--- src/rtl/fpptr_pkg.sv ---
package fpptr_pkg;

    localparam int SEL_W     = 16;
    localparam int OFF_W     = 32;
    localparam int OPC_W     = 11;
    localparam int LIN_W     = 20;
    localparam int IMG_W     = 32;
    localparam int IMG_WORDS = 4;
    localparam int IDX_W     = $clog2(IMG_WORDS);
    localparam int HALF_W    = IMG_W / 2;

    typedef enum logic [1:0] {
        FMT_P32 = 2'd0,
        FMT_P16 = 2'd1,
        FMT_R32 = 2'd2,
        FMT_R16 = 2'd3
    } img_fmt_e;

    typedef struct packed {
        logic [SEL_W-1:0] ip_sel;
        logic [OFF_W-1:0] ip_off;
        logic [SEL_W-1:0] dp_sel;
        logic [OFF_W-1:0] dp_off;
        logic [OPC_W-1:0] opc;
    } ptr_set_t;

    typedef logic [IMG_WORDS-1:0][IMG_W-1:0] img_blk_t;

    function automatic img_fmt_e pick_fmt(input logic prot, input logic v86, input logic d32);
        if (prot && !v86) return d32 ? FMT_P32 : FMT_P16;
        return d32 ? FMT_R32 : FMT_R16;
    endfunction

    function automatic logic [LIN_W-1:0] to_linear(input logic [SEL_W-1:0] sel,
                                                   input logic [OFF_W-1:0] off);
        logic [LIN_W-1:0] base;
        base = {sel, 4'h0};
        return base + off[LIN_W-1:0];
    endfunction

    function automatic logic [IMG_W-1:0] image_word(input img_fmt_e fmt,
                                                    input logic [IDX_W-1:0] idx,
                                                    input ptr_set_t p);
        logic [LIN_W-1:0] il;
        logic [LIN_W-1:0] dl;
        logic [IMG_W-1:0] w;
        il = to_linear(p.ip_sel, p.ip_off);
        dl = to_linear(p.dp_sel, p.dp_off);
        w  = '0;
        unique case (fmt)
            FMT_P32: begin
                case (idx)
                    IDX_W'(0): w = p.ip_off;
                    IDX_W'(1): w = {5'b0, p.opc, p.ip_sel};
                    IDX_W'(2): w = p.dp_off;
                    default:   w = {{HALF_W{1'b0}}, p.dp_sel};
                endcase
            end
            FMT_P16: begin
                case (idx)
                    IDX_W'(0): w = {{HALF_W{1'b0}}, p.ip_off[HALF_W-1:0]};
                    IDX_W'(1): w = {{HALF_W{1'b0}}, p.ip_sel};
                    IDX_W'(2): w = {{HALF_W{1'b0}}, p.dp_off[HALF_W-1:0]};
                    default:   w = {{HALF_W{1'b0}}, p.dp_sel};
                endcase
            end
            default: begin
                case (idx)
                    IDX_W'(0): w = {{HALF_W{1'b0}}, il[15:0]};
                    IDX_W'(1): w = {{HALF_W{1'b0}}, il[19:16], 1'b0, p.opc};
                    IDX_W'(2): w = {{HALF_W{1'b0}}, dl[15:0]};
                    default:   w = {{HALF_W{1'b0}}, dl[19:16], 12'h000};
                endcase
            end
        endcase
        return w;
    endfunction

    function automatic ptr_set_t parse_image(input img_fmt_e fmt,
                                             input img_blk_t blk,
                                             input ptr_set_t old);
        ptr_set_t r;
        r = old;
        unique case (fmt)
            FMT_P32: begin
                r.ip_off = blk[0];
                r.opc    = blk[1][26:16];
                r.ip_sel = blk[1][15:0];
                r.dp_off = blk[2];
                r.dp_sel = blk[3][15:0];
            end
            FMT_P16: begin
                r.ip_off = {{(OFF_W-HALF_W){1'b0}}, blk[0][15:0]};
                r.ip_sel = blk[1][15:0];
                r.dp_off = {{(OFF_W-HALF_W){1'b0}}, blk[2][15:0]};
                r.dp_sel = blk[3][15:0];
            end
            default: begin
                r.ip_sel = '0;
                r.ip_off = {{(OFF_W-LIN_W){1'b0}}, blk[1][15:12], blk[0][15:0]};
                r.opc    = blk[1][10:0];
                r.dp_sel = '0;
                r.dp_off = {{(OFF_W-LIN_W){1'b0}}, blk[3][15:12], blk[2][15:0]};
            end
        endcase
        return r;
    endfunction

endpackage

--- src/rtl/fpptr_store.sv ---
module fpptr_store
    import fpptr_pkg::*;
(
    input  logic             clk,
    input  logic             rst,
    input  logic             cap_en,
    input  logic             cap_mem,
    input  logic [SEL_W-1:0] cap_ip_sel,
    input  logic [OFF_W-1:0] cap_ip_off,
    input  logic [SEL_W-1:0] cap_dp_sel,
    input  logic [OFF_W-1:0] cap_dp_off,
    input  logic [OPC_W-1:0] cap_opc,
    input  logic             ld_en,
    input  ptr_set_t         ld_val,
    output ptr_set_t         ptrs
);

    ptr_set_t cur_q;

    always_ff @(posedge clk) begin
        if (rst) begin
            cur_q <= '0;
        end else if (ld_en) begin
            cur_q <= ld_val;
        end else if (cap_en) begin
            cur_q.ip_sel <= cap_ip_sel;
            cur_q.ip_off <= cap_ip_off;
            cur_q.opc    <= cap_opc;
            if (cap_mem) begin
                cur_q.dp_sel <= cap_dp_sel;
                cur_q.dp_off <= cap_dp_off;
            end
        end
    end

    assign ptrs = cur_q;

endmodule

--- src/rtl/fpptr_save_seq.sv ---
module fpptr_save_seq
    import fpptr_pkg::*;
(
    input  logic             clk,
    input  logic             rst,
    input  logic             start,
    input  img_fmt_e         fmt_in,
    input  ptr_set_t         ptrs,
    input  logic             sv_ready,
    output logic             sv_valid,
    output logic [IMG_W-1:0] sv_data,
    output logic             sv_last,
    output logic             active
);

    localparam logic [IDX_W-1:0] LAST_IDX = IDX_W'(IMG_WORDS - 1);

    img_fmt_e         fmt_q;
    logic [IDX_W-1:0] idx_q;
    logic             act_q;

    always_ff @(posedge clk) begin
        if (rst) begin
            act_q <= 1'b0;
            idx_q <= '0;
            fmt_q <= FMT_P32;
        end else if (!act_q) begin
            if (start) begin
                act_q <= 1'b1;
                idx_q <= '0;
                fmt_q <= fmt_in;
            end
        end else if (sv_ready) begin
            if (idx_q == LAST_IDX) act_q <= 1'b0;
            idx_q <= idx_q + 1'b1;
        end
    end

    assign sv_valid = act_q;
    assign sv_data  = act_q ? image_word(fmt_q, idx_q, ptrs) : '0;
    assign sv_last  = act_q && (idx_q == LAST_IDX);
    assign active   = act_q;

endmodule

--- src/rtl/fpptr_rest_seq.sv ---
module fpptr_rest_seq
    import fpptr_pkg::*;
(
    input  logic             clk,
    input  logic             rst,
    input  logic             start,
    input  img_fmt_e         fmt_in,
    input  logic             rs_valid,
    input  logic [IMG_W-1:0] rs_data,
    input  ptr_set_t         old_ptrs,
    output logic             rs_ready,
    output logic             ld_en,
    output ptr_set_t         ld_val,
    output logic             active
);

    localparam logic [IDX_W-1:0] LAST_IDX = IDX_W'(IMG_WORDS - 1);

    img_fmt_e         fmt_q;
    logic [IDX_W-1:0] idx_q;
    logic             act_q;
    logic             take;
    img_blk_t         blk_n;

    assign take = act_q && rs_valid;

    always_ff @(posedge clk) begin
        if (rst) begin
            act_q <= 1'b0;
            idx_q <= '0;
            fmt_q <= FMT_P32;
        end else if (!act_q) begin
            if (start) begin
                act_q <= 1'b1;
                idx_q <= '0;
                fmt_q <= fmt_in;
            end
        end else if (take) begin
            if (idx_q == LAST_IDX) act_q <= 1'b0;
            idx_q <= idx_q + 1'b1;
        end
    end

    for (genvar g = 0; g < IMG_WORDS; g++) begin : g_word
        if (g == IMG_WORDS - 1) begin : g_tail
            assign blk_n[g] = rs_data;
        end else begin : g_body
            logic [IMG_W-1:0] slot_q;
            always_ff @(posedge clk) begin
                if (rst) slot_q <= '0;
                else if (take && idx_q == IDX_W'(g)) slot_q <= rs_data;
            end
            assign blk_n[g] = slot_q;
        end
    end

    assign rs_ready = act_q;
    assign ld_en    = take && (idx_q == LAST_IDX);
    assign ld_val   = parse_image(fmt_q, blk_n, old_ptrs);
    assign active   = act_q;

endmodule

--- src/rtl/fpptr_unit.sv ---
module fpptr_unit
    import fpptr_pkg::*;
(
    input  logic             clk,
    input  logic             rst,
    input  logic             dec_valid,
    input  logic             dec_ctrl,
    input  logic             dec_has_mem,
    input  logic [SEL_W-1:0] dec_cs_sel,
    input  logic [OFF_W-1:0] dec_ip_off,
    input  logic [SEL_W-1:0] dec_ds_sel,
    input  logic [OFF_W-1:0] dec_dp_off,
    input  logic [2:0]       dec_opc_low,
    input  logic [7:0]       dec_modrm,
    input  logic             mode_prot,
    input  logic             mode_v86,
    input  logic             cs_d32,
    input  logic             save_start,
    input  logic             sv_ready,
    output logic             sv_valid,
    output logic [IMG_W-1:0] sv_data,
    output logic             sv_last,
    input  logic             rest_start,
    input  logic             rs_valid,
    input  logic [IMG_W-1:0] rs_data,
    output logic             rs_ready,
    output logic             busy
);

    logic     save_act;
    logic     rest_act;
    logic     save_go;
    logic     rest_go;
    logic     cap_en;
    logic     ld_en;
    ptr_set_t ld_val;
    ptr_set_t ptr_q;
    img_fmt_e cur_fmt;

    assign busy    = save_act || rest_act;
    assign save_go = save_start && !busy;
    assign rest_go = rest_start && !busy && !save_start;
    assign cap_en  = dec_valid && !dec_ctrl && !busy;
    assign cur_fmt = pick_fmt(mode_prot, mode_v86, cs_d32);

    fpptr_store u_store (
        .clk        (clk),
        .rst        (rst),
        .cap_en     (cap_en),
        .cap_mem    (dec_has_mem),
        .cap_ip_sel (dec_cs_sel),
        .cap_ip_off (dec_ip_off),
        .cap_dp_sel (dec_ds_sel),
        .cap_dp_off (dec_dp_off),
        .cap_opc    ({dec_opc_low, dec_modrm}),
        .ld_en      (ld_en),
        .ld_val     (ld_val),
        .ptrs       (ptr_q)
    );

    fpptr_save_seq u_save (
        .clk      (clk),
        .rst      (rst),
        .start    (save_go),
        .fmt_in   (cur_fmt),
        .ptrs     (ptr_q),
        .sv_ready (sv_ready),
        .sv_valid (sv_valid),
        .sv_data  (sv_data),
        .sv_last  (sv_last),
        .active   (save_act)
    );

    fpptr_rest_seq u_rest (
        .clk      (clk),
        .rst      (rst),
        .start    (rest_go),
        .fmt_in   (cur_fmt),
        .rs_valid (rs_valid),
        .rs_data  (rs_data),
        .old_ptrs (ptr_q),
        .rs_ready (rs_ready),
        .ld_en    (ld_en),
        .ld_val   (ld_val),
        .active   (rest_act)
    );

endmodule

--- config.mk ---
export PLATFORM = sky130hd
export DESIGN_NAME = fpptr_unit
export DESIGN_NICKNAME = d
export VERILOG_FILES = /design/src/rtl/fpptr_pkg.sv /design/src/rtl/fpptr_store.sv /design/src/rtl/fpptr_save_seq.sv /design/src/rtl/fpptr_rest_seq.sv /design/src/rtl/fpptr_unit.sv
export SDC_FILE = /design/constraint.sdc
export NUM_CORES = 1
export LEC_CHECK = 0
export BUFFER_PORTS_ARGS = -buffer_cell sky130_fd_sc_hd__buf_2
export CAP_MARGIN = 25
export CELL_PAD_IN_SITES_DETAIL_PLACEMENT = 0
export CELL_PAD_IN_SITES_GLOBAL_PLACEMENT = 1
export CORE_AREA = 4 4 169 171
export CTS_CLUSTER_SIZE = 40
export DETAILED_ROUTE_END_ITERATION = 10
export DIE_AREA = 0 0 173 175
export PLACE_DENSITY = 0.85
export SLEW_MARGIN = 20
export SYNTH_ARGS = -nofsm -noshare
export SYNTH_HDL_FRONTEND = slang
export SYNTH_SLANG_ARGS = --single-unit
--- constraint.sdc ---
create_clock -name clk -period 3.1 [get_ports clk]
set_input_delay 0.31 -clock clk [delete_from_list [all_inputs] [get_ports clk]]
set_output_delay 0.31 -clock clk [all_outputs]
set_load 0.02 [all_outputs]
---- Word level (Yosys, flattened, before mapping) ----
Cells that the tools add are included.
storage, ports and cells
  bits in registers ....................... 208
  bits in latches ......................... 0
  RAM bits ................................ 0
  ROM bits ................................ 0
  input port bits ......................... 151
  output and inout bits ................... 36
  logic and storage cells ................. 91
  memories kept ........................... 0
operators by class
  add/sub/neg operators ................... 4
  multiply operators ...................... 0
  divide/modulo/power cells ............... 0
  $lt $le $gt $ge ......................... 0
  eq/ne operators ......................... 11
  shifts and indexed selects .............. 0
  muxes and demuxes ....................... 29
  bitwise gates (word level) .............. 2
  reductions and logical operators ........ 31
operators by type and width
  cell                                           count
  2-to-1 mux 107 bit                             2
  case mux 96 bit (2 select lines)               1
  case mux 16 bit (3 select lines)               2
  case mux 32 bit (3 select lines)               1
  case mux 32 bit (2 select lines)               1
  2-to-1 mux 48 bit                              1
  adder 20 bit                                   2
  2-to-1 mux 32 bit                              1
  case mux 11 bit (2 select lines)               1
  2-to-1 mux 2 bit                               8
  logical AND 1 bit                              12
  AND reduction 2 bit                            6
  2-to-1 mux 1 bit                               11
  == test 2 x 1 -> 1 bit, second input constant  4
  == test 2 bit, second input constant           4
  logical NOT 2 bit                              4
  nonzero test 2 bit                             4
  != test 2 bit, second input constant           3
  adder 2 x 1 -> 2 bit, second input constant    2
  logical NOT 1 bit                              4
  inverter 1 bit                                 2
  logical OR 1 bit                               1

---- Logic depth before layout (Yosys ltp) ----
  depth after elaboration ................. 6
  mapped depth ............................ 10

---- Cells and area by module ----
From an unflattened synthesis, not the netlist that was laid out.
unflattened totals
  cells, all modules ...................... 1535
  area total of the unflattened synthesis .. 12908.6 sq um
modules (own cells, without submodules)
  module          instances  cells an instance  area an instance (sq um)  sequential area each (sq um)
  fpptr_store     1          540                5444.0                    2142.1
  fpptr_rest_seq  1          577                4538.1                    1921.8
  fpptr_save_seq  1          412                2885.3                    100.1
  fpptr_unit      1          6                  41.3                      0.0

---- Worst setup path before layout ----
OpenSTA, ideal clock, no wires.
  path kind ............................... register to output
  start point ............................. register u_store.cur_q (netlist bit u_store.ptrs[15])
  end point ............................... output port sv_data[14]
  arrival ................................. 2.643 ns
  slack ................................... 0.147 ns
  stages on the path, launching flop included .. 9
  buffers on the path ..................... 0
  cell sequence ........................... dfxtp_1 > ha_1 > fa_1 > a21o_1 > a221oi_1 > o21ai_0 > o31ai_1 > xor2_1 > a211oi_1
on the way
  cells in the longest elaborated chain, start to end .. 4
RTL lines
  what                              line                  text
  from (decl)                       fpptr_store.sv:18     ptr_set_t cur_q;
  from (signal assigned)            fpptr_store.sv:24     cur_q <= ld_val;
  adder 20 bit                      fpptr_pkg.sv:38       return base + off[LIN_W-1:0];
  case mux 16 bit (3 select lines)  fpptr_pkg.sv:68       case (idx)
  case mux 32 bit (2 select lines)  fpptr_pkg.sv:50       unique case (fmt)
  2-to-1 mux 32 bit                 fpptr_save_seq.sv:40  assign sv_data = act_q ? image_word(fmt_q, idx_q, ptrs) : '0;
  to (decl)                         fpptr_unit.sv:21      output logic [IMG_W-1:0] sv_data,
No other way between the ends.

---- Final worst setup path ----
  start point ............................. register u_store.cur_q (netlist bit u_store.ptrs[43])
  end point ............................... output port sv_data[10]
The elaborated chain is that of the path after synthesis.

==> flow_metrics.py <==
metrics = {
    "grt": {
        "grt_use_total_pct": 27.3,
        "grt_pass1_wl_um": 65400,
        "busiest_layer": "met2",
        "antenna_found_initial": 1,
        "gr-total-overflow": 0,
        "grt_pass1_vias": 10642,
        "grt_use_met3_pct": 3.35,
        "grt_max_degree": 113,
        "met2_usage_pct": 41.4,
        "globalRouteMet1Util_pct": 41.3,
    },
    "sta": {
        "fmax_mhz": 316,
        "finalCritPeriodShare_pct": 102,
        "hold_violations": 0,
        "finalSetupViolCount": 3,
        "period_needed_ns": 3.16,
        "holdWs_ns": 0.0445,
        "finalMaxSlewViolations": 0,
        "worst-slew-pin-transition_ns": 0.998,
        "rsz0062_at_grt": "yes",
        "fin_skew_ns": 0.0233,
        "setup_slack_ns": -0.0619,
        "relSlewSlack_pct": 33.3,
    },
    "clock_tree": {
        "clkLatencyLatePin_ns": 0.52,
        "clock_path_buffers": 3,
        "h-tree-depth": 1,
        "root_buffer": "clkbuf_16",
        "cts_tree": "built",
        "clock_sinks": 208,
        "clkTransAtPathRegs_ns": 0.06,
        "numCtsBuffers": 23,
        "cts_hold_buf": 0,
    },
    "finish": {
        "most-common-layout-cells": "nand2_1 (295), dfxtp_1 (191), a21oi_1 (182), buf_2 (181), nor2_1 (108)",
        "fin_util_pct": 50.1,
        "areaGrowthSynthToFinish_pct": 23.5,
        "final_layout_size_suffix_gt1_share_pct": 22.4,
        "fill_cells": 2678,
        "layout_commonest_cell": "nand2_1",
        "seq_area_sq_um": 4190,
        "final_nets": 1747,
        "multi_input_area_sq_um": 6620,
    },
    "die": {
        "start_util_pct": 40.5,
        "num_io_pins": 187,
        "row_count": 60,
        "die_y_um": 175,
        "die_x_um": 173,
        "core_sq_um": 26900,
        "dieArea_sq_um": 30300,
    },
    "setup_path": {
        "slowest_delay_ns": 0.36,
        "crit_path_top_delay_cell": "fa_2",
        "start_kind": "register",
        "path_max_fanout": 3,
        "cp_cell_sequence": "ha_4 -> fa_2 -> a21o_1 -> a221oi_2 -> buf_4 -> buf_4 -> buf_6 -> xnor2_1 -> a22oi_2 -> a21oi_2 -> o21a_1 -> buf_6",
        "path_class": "reg -> out",
        "arrival_ns": 2.85,
        "crit_required_ns": 2.79,
        "cp-end-kind": "output port",
        "r2r_slack_ns": 0.75,
    },
    "synthesis": {
        "synthMuxAreaShare_pct": 3.41,
        "yosys_warnings": 0,
        "synthTopCellsByArea": "dfxtp_1 (38%), nand2_1 (10%), a21oi_1 (8.6%), ha_1 (4.5%), a211oi_1 (4.3%)",
        "synth_top_family_by_area": "compound AO/OA/AOI/OAI gates",
        "synth_top_area_cell": "dfxtp_1",
        "synth_top_area_share_pct": 38.2,
        "synth-xor-area-share_pct": 1.77,
        "synth-simple-area-share_pct": 19.9,
        "avgSynthCellArea_sq_um": 7.71,
        "synth-seq-area-share_pct": 38.2,
        "synth_compound_area_share_pct": 26.9,
        "synthCells": 1414,
        "syn-cell-area_sq_um": 10900,
        "ys_seq_elements": 208,
        "synth_edf_count": 0,
        "yosysUniqueCellTypes": 53,
        "ys_async_sr_fraction_pct": 0,
        "synth_ff_type": "dfxtp_1",
        "synth_nets": 1606,
        "synthAdderAreaFrac_pct": 4.85,
    },
    "power_and_ir_drop": {
        "power_switching_mw": 1.79,
        "ir_drop_mv": 0.409,
        "leakage_nw": 5.26,
        "p_int_mw": 4.61,
        "clkPwrFrac_pct": 41.0,
        "power_mw": 6.40,
        "seq_power_share_pct": 44.7,
        "pwr-share-comb_pct": 14.3,
        "power_density_nw_per_um2": 476,
        "swShare_pct": 28.0,
    },
    "job": {
        "cap_violations": 0,
    },
    "drt": {
        "wl_per_cell_um": 23.0,
        "drtIter0Drc": 1435,
        "viasPerCell": 5.99,
        "drtPass1Iterations": 6,
        "num_vias": 11456,
        "wl_um": 43900,
        "drc_errors": 0,
        "detail-route-antenna-nets": 0,
    },
    "place": {
        "place.gp.congestion": 0.911,
        "detailed_place_hpwl_um": 31900,
        "numPortBuffers": 186,
        "post-place-ws_ns": 0.0508,
    },
    "run_status": {
        "status": "finished with violations",
        "violations": "negative setup slack",
    },
    "worst_hold_path": {
        "hold_path_class": "in -> reg",
    },
}
[cells by family after synthesis]
| family | Yosys count |
|---|---|
| muxes | 37 |
| AOI/OAI and AO/OA | 448 |
| adders and majority gates | 41 |
| xor gates and xnor gates | 22 |
| DFF | 208 |
| buffers and inverters | 141 |
| and+or+nand+nor | 517 |
[metrics by stage]
step	cell area (sq um)	cells	setup TNS [ns]
floorplan	10900	1414	0
global placement	12200	1864	0
detailed placement	12200	1864	0
CTS	13200	1910	-0.155
global route	13500	1912	-0.622
finish	13500	1912	-0.103
[routing by layer]
metal  wire [um]  vias to the layer above
met5           0                        -
met4         951                        0
met3        3770                       56
met2       19200                      532
met1       20000                     5508
li1            -                     5360
[what timing repair did]
| action | 4_1_cts | 5_1_grt |
|---|---|---|
| endpoints found under the setup margin | 5 | 6 |
| pin swaps | 17 | 22 |
| setup buffers | 6 | 1 |
| gates resized for setup | 50 | 51 |
| endpoints found under the hold margin | 0 | 0 |
[critical path: cells and delay by family (launching register included)]
family	cells	cell delay [ns]
AO/OA/AOI/OAI	5	0.92
XOR/XNOR	1	0.07
adder cells (fa/ha/maj)	2	0.53
buffers and inverters	4	0.49
flip-flops	1	0.33
[registers in the layout, indices dropped and copies added (netlist names)]
signal,cells
u_rest.active,1
u_rest.fmt_q,2
u_rest.g_word.g_body.slot_q,91
u_rest.idx_q,2
u_save.active,1
u_save.fmt_q,2
u_save.idx_q,2
u_store.ptrs,107
[synthesized netlist by cell type, types with 2 or more instances]
| master | n |
|---|---|
| a2111oi_0 | 3 |
| a211oi_1 | 63 |
| a21o_1 | 13 |
| a21oi_1 | 188 |
| a221oi_1 | 15 |
| a222oi_1 | 19 |
| a22oi_1 | 34 |
| a311oi_1 | 40 |
| a31oi_1 | 5 |
| and2_1 | 12 |
| and3_1 | 27 |
| buf_1 | 10 |
| buf_2 | 9 |
| clkbuf_1 | 102 |
| dfxtp_1 | 208 |
| fa_1 | 2 |
| ha_1 | 39 |
| inv_1 | 20 |
| mux2i_1 | 36 |
| nand2_1 | 298 |
| nand2b_1 | 7 |
| nand3_1 | 26 |
| nand4_1 | 3 |
| nor2_1 | 109 |
| nor2b_1 | 3 |
| nor3_1 | 21 |
| o2111ai_1 | 3 |
| o211ai_1 | 5 |
| o21a_1 | 4 |
| o21ai_0 | 35 |
| o21bai_1 | 2 |
| o22ai_1 | 7 |
| o31ai_1 | 2 |
| or2_2 | 3 |
| or3_1 | 3 |
| xnor2_1 | 12 |
| xor2_1 | 10 |
[power groups by stage]
stage / clock network (mW) / logic [mW] / registers, mW
final: 2.63 / 0.913 / 2.86
after global routing: 2.75 / 0.980 / 2.87
after CTS: 2.65 / 0.862 / 2.85
after detailed placement: 0 / 0.840 / 2.91
after global placement: 0 / 0.844 / 2.90
after floorplan: 0 / 0.491 / 2.87
[area by class of cell]
class                      count  area share [%]
antenna                        1          0.0186
clock buffer                  33            4.93
clock inverter                 7           0.409
inverter                      20           0.558
multi-input combinational   1065            49.2
sequential                   208            31.1
tap                          341            3.17
timing repair buffer         237            10.6
[path summary, 6_finish.rpt]
kind | to | cells after the start | from
worst max-delay path | sv_data[10] | 12 | u_store.ptrs[43]
worst min-delay path | u_rest.fmt_q[0] | 2 | cs_d32
worst max register to register | u_store.ptrs[2] | 7 | u_rest.idx_q[0]
worst min register to register | u_rest.g_word[0].g_body.slot_q[29] | 2 | u_rest.g_word[0].g_body.slot_q[29]
Power figures use the tool's default switching activity.
